[src/rtl/irqc_pkg.sv]
package irqc_pkg;

    typedef enum logic [0:0] {
        ST_RUN  = 1'b0,
        ST_HOLD = 1'b1
    } irqc_state_e;

endpackage

[src/rtl/irqc_flags.sv]
module irqc_flags #(
    parameter int                  NUM_SRC    = 16,
    parameter logic [NUM_SRC-1:0]  LEVEL_MASK = 16'hF000
) (
    input  logic               clk,
    input  logic               rst_n,
    input  logic [NUM_SRC-1:0] src_in,
    input  logic [NUM_SRC-1:0] src_en,
    input  logic [NUM_SRC-1:0] flag_clr,
    input  logic [NUM_SRC-1:0] svc_clr,
    output logic [NUM_SRC-1:0] req
);

    for (genvar i = 0; i < NUM_SRC; i++) begin : g_src
        if (LEVEL_MASK[i]) begin : g_level
            // no storage: the request lives only as long as the input
            assign req[i] = src_en[i] & src_in[i];
        end else begin : g_flag
            logic flag_q;
            always_ff @(posedge clk or negedge rst_n) begin
                if (!rst_n) begin
                    flag_q <= 1'b0;
                end else if (src_in[i]) begin
                    flag_q <= 1'b1;          // a new event beats any clear
                end else if (flag_clr[i] || svc_clr[i]) begin
                    flag_q <= 1'b0;
                end
            end
            assign req[i] = src_en[i] & flag_q;
        end
    end

endmodule

[src/rtl/irqc_prio.sv]
module irqc_prio #(
    parameter int NUM_SRC = 16,
    parameter int VEC_W   = $clog2(NUM_SRC + 1)
) (
    input  logic [NUM_SRC-1:0] req,
    output logic               any_req,
    output logic [VEC_W-1:0]   win_vec
);

    always_comb begin
        win_vec = '0;
        // scan downwards so the lowest index is written last and wins
        for (int i = NUM_SRC - 1; i >= 0; i--) begin
            if (req[i]) begin
                win_vec = VEC_W'(i + 1);
            end
        end
        any_req = |req;
    end

endmodule

[src/rtl/irqc_seq.sv]
module irqc_seq
    import irqc_pkg::*;
(
    input  logic clk,
    input  logic rst_n,
    input  logic gie_set,
    input  logic gie_clr,
    input  logic insn_done,
    input  logic reti,
    input  logic any_req,
    output logic take,
    output logic gie
);

    irqc_state_e state_q, state_d;
    logic        gie_q, gie_d;

    // state register
    always_ff @(posedge clk or negedge rst_n) begin
        if (!rst_n) begin
            state_q <= ST_RUN;
            gie_q   <= 1'b0;
        end else begin
            state_q <= state_d;
            gie_q   <= gie_d;
        end
    end

    // next state and outputs
    always_comb begin
        state_d = state_q;
        take    = 1'b0;
        unique case (state_q)
            ST_RUN: begin
                take = gie_q && any_req && !gie_clr && !reti;
                if (reti) state_d = ST_HOLD;
            end
            ST_HOLD: begin
                if (insn_done && !reti) state_d = ST_RUN;
            end
            default: state_d = ST_RUN;
        endcase

        if (gie_clr || take) begin
            gie_d = 1'b0;
        end else if (gie_set || reti) begin
            gie_d = 1'b1;
        end else begin
            gie_d = gie_q;
        end
    end

    assign gie = gie_q;

endmodule

[src/rtl/irq_prio_ctrl.sv]
module irq_prio_ctrl #(
    parameter int                  NUM_SRC    = 16,
    parameter logic [NUM_SRC-1:0]  LEVEL_MASK = 16'hF000,
    localparam int                 VEC_W      = $clog2(NUM_SRC + 1)
) (
    input  logic               clk,
    input  logic               rst_n,
    input  logic [NUM_SRC-1:0] src_in,
    input  logic [NUM_SRC-1:0] src_en,
    input  logic [NUM_SRC-1:0] flag_clr,
    input  logic               gie_set,
    input  logic               gie_clr,
    input  logic               insn_done,
    input  logic               reti,
    output logic               irq_take,
    output logic [VEC_W-1:0]   irq_vec,
    output logic               gie
);

    logic [NUM_SRC-1:0] req;
    logic [NUM_SRC-1:0] svc_clr;
    logic               any_req;
    logic [VEC_W-1:0]   win_vec;
    logic               take;

    irqc_flags #(
        .NUM_SRC   (NUM_SRC),
        .LEVEL_MASK(LEVEL_MASK)
    ) u_flags (
        .clk     (clk),
        .rst_n   (rst_n),
        .src_in  (src_in),
        .src_en  (src_en),
        .flag_clr(flag_clr),
        .svc_clr (svc_clr),
        .req     (req)
    );

    irqc_prio #(
        .NUM_SRC(NUM_SRC),
        .VEC_W  (VEC_W)
    ) u_prio (
        .req    (req),
        .any_req(any_req),
        .win_vec(win_vec)
    );

    irqc_seq u_seq (
        .clk      (clk),
        .rst_n    (rst_n),
        .gie_set  (gie_set),
        .gie_clr  (gie_clr),
        .insn_done(insn_done),
        .reti     (reti),
        .any_req  (any_req),
        .take     (take),
        .gie      (gie)
    );

    for (genvar i = 0; i < NUM_SRC; i++) begin : g_svc
        assign svc_clr[i] = take && (win_vec == VEC_W'(i + 1));
    end

    assign irq_take = take;
    assign irq_vec  = take ? win_vec : '0;

endmodule

[config.mk]
export PLATFORM = sky130hd
export DESIGN_NAME = irq_prio_ctrl
export DESIGN_NICKNAME = d
export VERILOG_FILES = /design/src/rtl/irqc_pkg.sv /design/src/rtl/irqc_flags.sv /design/src/rtl/irqc_prio.sv /design/src/rtl/irqc_seq.sv /design/src/rtl/irq_prio_ctrl.sv
export SDC_FILE = /design/constraint.sdc
export NUM_CORES = 1
export LEC_CHECK = 0
export CAP_MARGIN = 20
export CELL_PAD_IN_SITES_DETAIL_PLACEMENT = 0
export CELL_PAD_IN_SITES_GLOBAL_PLACEMENT = 1
export CORE_ASPECT_RATIO = 0.6
export CORE_MARGIN = 5
export CORE_UTILIZATION = 24
export CTS_BUF_LIST = sky130_fd_sc_hd__clkbuf_4 sky130_fd_sc_hd__clkbuf_8 sky130_fd_sc_hd__clkbuf_16
export DETAILED_ROUTE_END_ITERATION = 12
export PLACE_DENSITY = 0.78
export SYNTH_ARGS = -nofsm -noshare
export SYNTH_HDL_FRONTEND = slang
export SYNTH_SLANG_ARGS = --single-unit
[constraint.sdc]
create_clock -name clk -period 2.05 [get_ports clk]
set_input_delay 0.205 -clock clk [delete_from_list [all_inputs] [get_ports clk]]
set_output_delay 0.205 -clock clk [all_outputs]
set_load 0.005 [all_outputs]
==> results.toml <==
[die]
dieHeight_um = 57.43
die_w_um = 89.04
initial_core_util_pct = 24.73
rows = 17
die_area_mm2 = 0.005113
core_mm2 = 0.003637
io-pin-count = 61

[route]
routedWlPerCell_um = 14.68
ant_nets = 0
drt-total-wl_um = 3478
drtIter0Drc = 74
drtPass1Iterations = 4
vias_per_cell = 4.823
vias = 1143
post-route-drc-count = 0

[sta]
rsz0062_at_grt = "yes"
fin_worst_skew_ps = 3.414
relSlewSlack_pct = 52.58
period_needed_ps = 2012
setup_viol = 0
timing.final.crit_share_pct = 98.16
worstMarginPinSlew_ps = 709.1
hold_viol_final = 0
slew_violations = 0
fin_ws_ps = 37.75
final.setup.tns_ps = 0
fmax_mhz = 497.0

[cts]
clk_pin_slew_ps = 60
cts.htree.levels = 1
cts_max_path_buffers = 2
clk_latency_ps = 250
cts_root_buffer = "clkbuf_8"
cts.sinks = 14
cts_hold_buf = 0
cts_made_buffers = 3
tritoncts = "built"

[pwr]
p_per_area_mw_per_mm2 = 471.5
leakagePower_uw = 0.0008109
ir_drop_mv = 0.2285

[placement]
gp_congestion = 0.8381
io_buffers = 56
preCtsSetupSlack_ps = -432.9
post-dp-hpwl_um = 2871

[synth]
yosys_warnings = 0
ys_seq_area_share_pct = 38.94
synth_top_area_share_pct = 38.94
synth_cells = 104
ys_types = 26
ys_seq_elements = 14
synth_edf_count = 0
synth_area_um2 = 899.6
synth_nets = 158
synthTopCellsByCount = "nand2_1, dfrtp_1, inv_1"
synth_area_leader_cell = "dfrtp_1"
synth_area_per_cell_um2 = 8.650
async_reset_ff_share_pct = 100.0
synth_most_common_cell = "nand2_1"
synth_area_leaders = "dfrtp_1, a31o_2, nand2_1, inv_1, nand3_1"
synth_ff_type = "dfrtp_1"

[critical_path]
critPathKind = "in2reg"
critPathLaunchType = "input port"
endpoint_kind = "flip-flop"
required_ps = 2180
worstPathMaxFanout = 3
critPathArrivalTime_ps = 2150

[global_route]
track_usage_pct = 13.84
grt_pass1_vias = 1174
grt_max_degree = 15
antenna_found_initial = 0
grt_overflow_total = 0
grt_first_pass_wirelength_um = 5430

[layout]
diodes = 0
final_nets = 245
area_growth_pct = 102.4
fin_util_pct = 50.05
drive_gt1_share_pct = 30.53

[run]
drv_cap = 0

[worst_hold_path]
hold_path_class = "in2async"

[status]
status = "finished, final reports clean"
-- layout make-up --
| cell class | instances | area, um^2 |
|---|---|---|
| sequential | 14 | 350.3 |
| multi-input combinational | 76 | 554.3 |
| fill | 352 | 1817 |
| clock buffer | 4 | 55.05 |
| inverter | 14 | 52.55 |
| timing repair buffer | 82 | 749.5 |
| tap | 47 | 58.81 |
-- layer usage --
metal  wire, um  vias to the layer above  share of wire [%]  global-route usage, %
li1           -                      560                  -                      -
met1       1509                      529                 43                  18.41
met2       1590                       50                 46                  20.93
met3        334                        4                9.6                  5.628
met4         43                        0                1.2                  3.397
met5          0                        -                  0                      0
-- state kept, by name, summed over array words and instances (netlist names) --
register	cells
u_flags.g_src.g_flag.flag_q	12
u_seq.gie	1
u_seq.state_q	1
-- logic make-up after synthesis --
kind of cell    Yosys count  share of synthesized area (%)
flops                    14                          38.94
compound gates           34                          29.62
buf+inv                  14                          5.841
simple gates             42                          25.59
-- timing repair --
action                                  4_1_cts  5_1_grt
pin swaps                                     5        6
buffers inserted                              3        1
endpoints found under the setup margin        7        9
gates resized for setup                      16       11
-- cells in the final DEF, fill, tap and decap left out, types with 2 or more instances in the layout --
cell type and instances:
a21oi_1 3, a21oi_2 2, a221oi_2 3, a22o_1 2
a22oi_2 3, a31o_2 11, buf_4 26, clkbuf_8 4
clkdlybuf4s50_1 48, dfrtp_1 14, dlygate4sd2_1 5, dlymetal6s2s_1 2
inv_1 14, nand2_1 17, nand2b_1 3, nand3_1 5
nand4_1 2, nor2b_1 2, nor3_1 4, o21ai_1 2
-- path summary, 6_finish.rpt --
| kind | start | end | slack (ps) | depth (start not counted) |
|---|---|---|---|---|
| min reg2reg | u_flags.g_src[9].g_flag.flag_q$_DFFE_PN0P_ | u_flags.g_src[9].g_flag.flag_q$_DFFE_PN0P_ | 560 | 1 |
| max in group asynchronous | rst_n | u_flags.g_src[11].g_flag.flag_q$_DFFE_PN0P_ | 1220 | 1 |
| max | src_en[6] | u_flags.g_src[11].g_flag.flag_q$_DFFE_PN0P_ | 40 | 7 |
| min in group clk | src_en[4] | u_flags.g_src[4].g_flag.flag_q$_DFFE_PN0P_ | 380 | 3 |
| min | rst_n | u_flags.g_src[4].g_flag.flag_q$_DFFE_PN0P_ | 380 | 1 |
| max reg2reg | u_flags.g_src[4].g_flag.flag_q$_DFFE_PN0P_ | u_flags.g_src[11].g_flag.flag_q$_DFFE_PN0P_ | 40 | 6 |
-- power by group --
part / internal [uW] / switching (uW) / leakage [uW]
combinational: 172 / 97.3 / 0.000630
clock: 170 / 105 / 0.0000288
sequential: 296 / 18.5 / 0.000152
total: 638 / 221 / 0.000811
-- through the flow --
step | std cells | area (um^2) | power (uW) | hold slack [ps]
3_5_place_dp | 229 | 1684 | 567.4 | 542.2
6_report | 237 | 1821 | 858.3 | 378.2
4_1_cts | 236 | 1787 | 862.2 | 393.4
2_1_floorplan | 104 | 899.6 | 391.8 | -90.59
3_3_place_gp | 229 | 1684 | 559.9 | 521.3
5_1_grt | 237 | 1821 | 907.0 | 403.1
-- critical path: stages --
cell             delay, ps
clkdlybuf4s50_1        460
a222oi_1               440
buf_4                  190
a221oi_2                50
buf_4                  140
or4b_4                 470
a31o_1                 190
(Power assumes the default switching activity.)
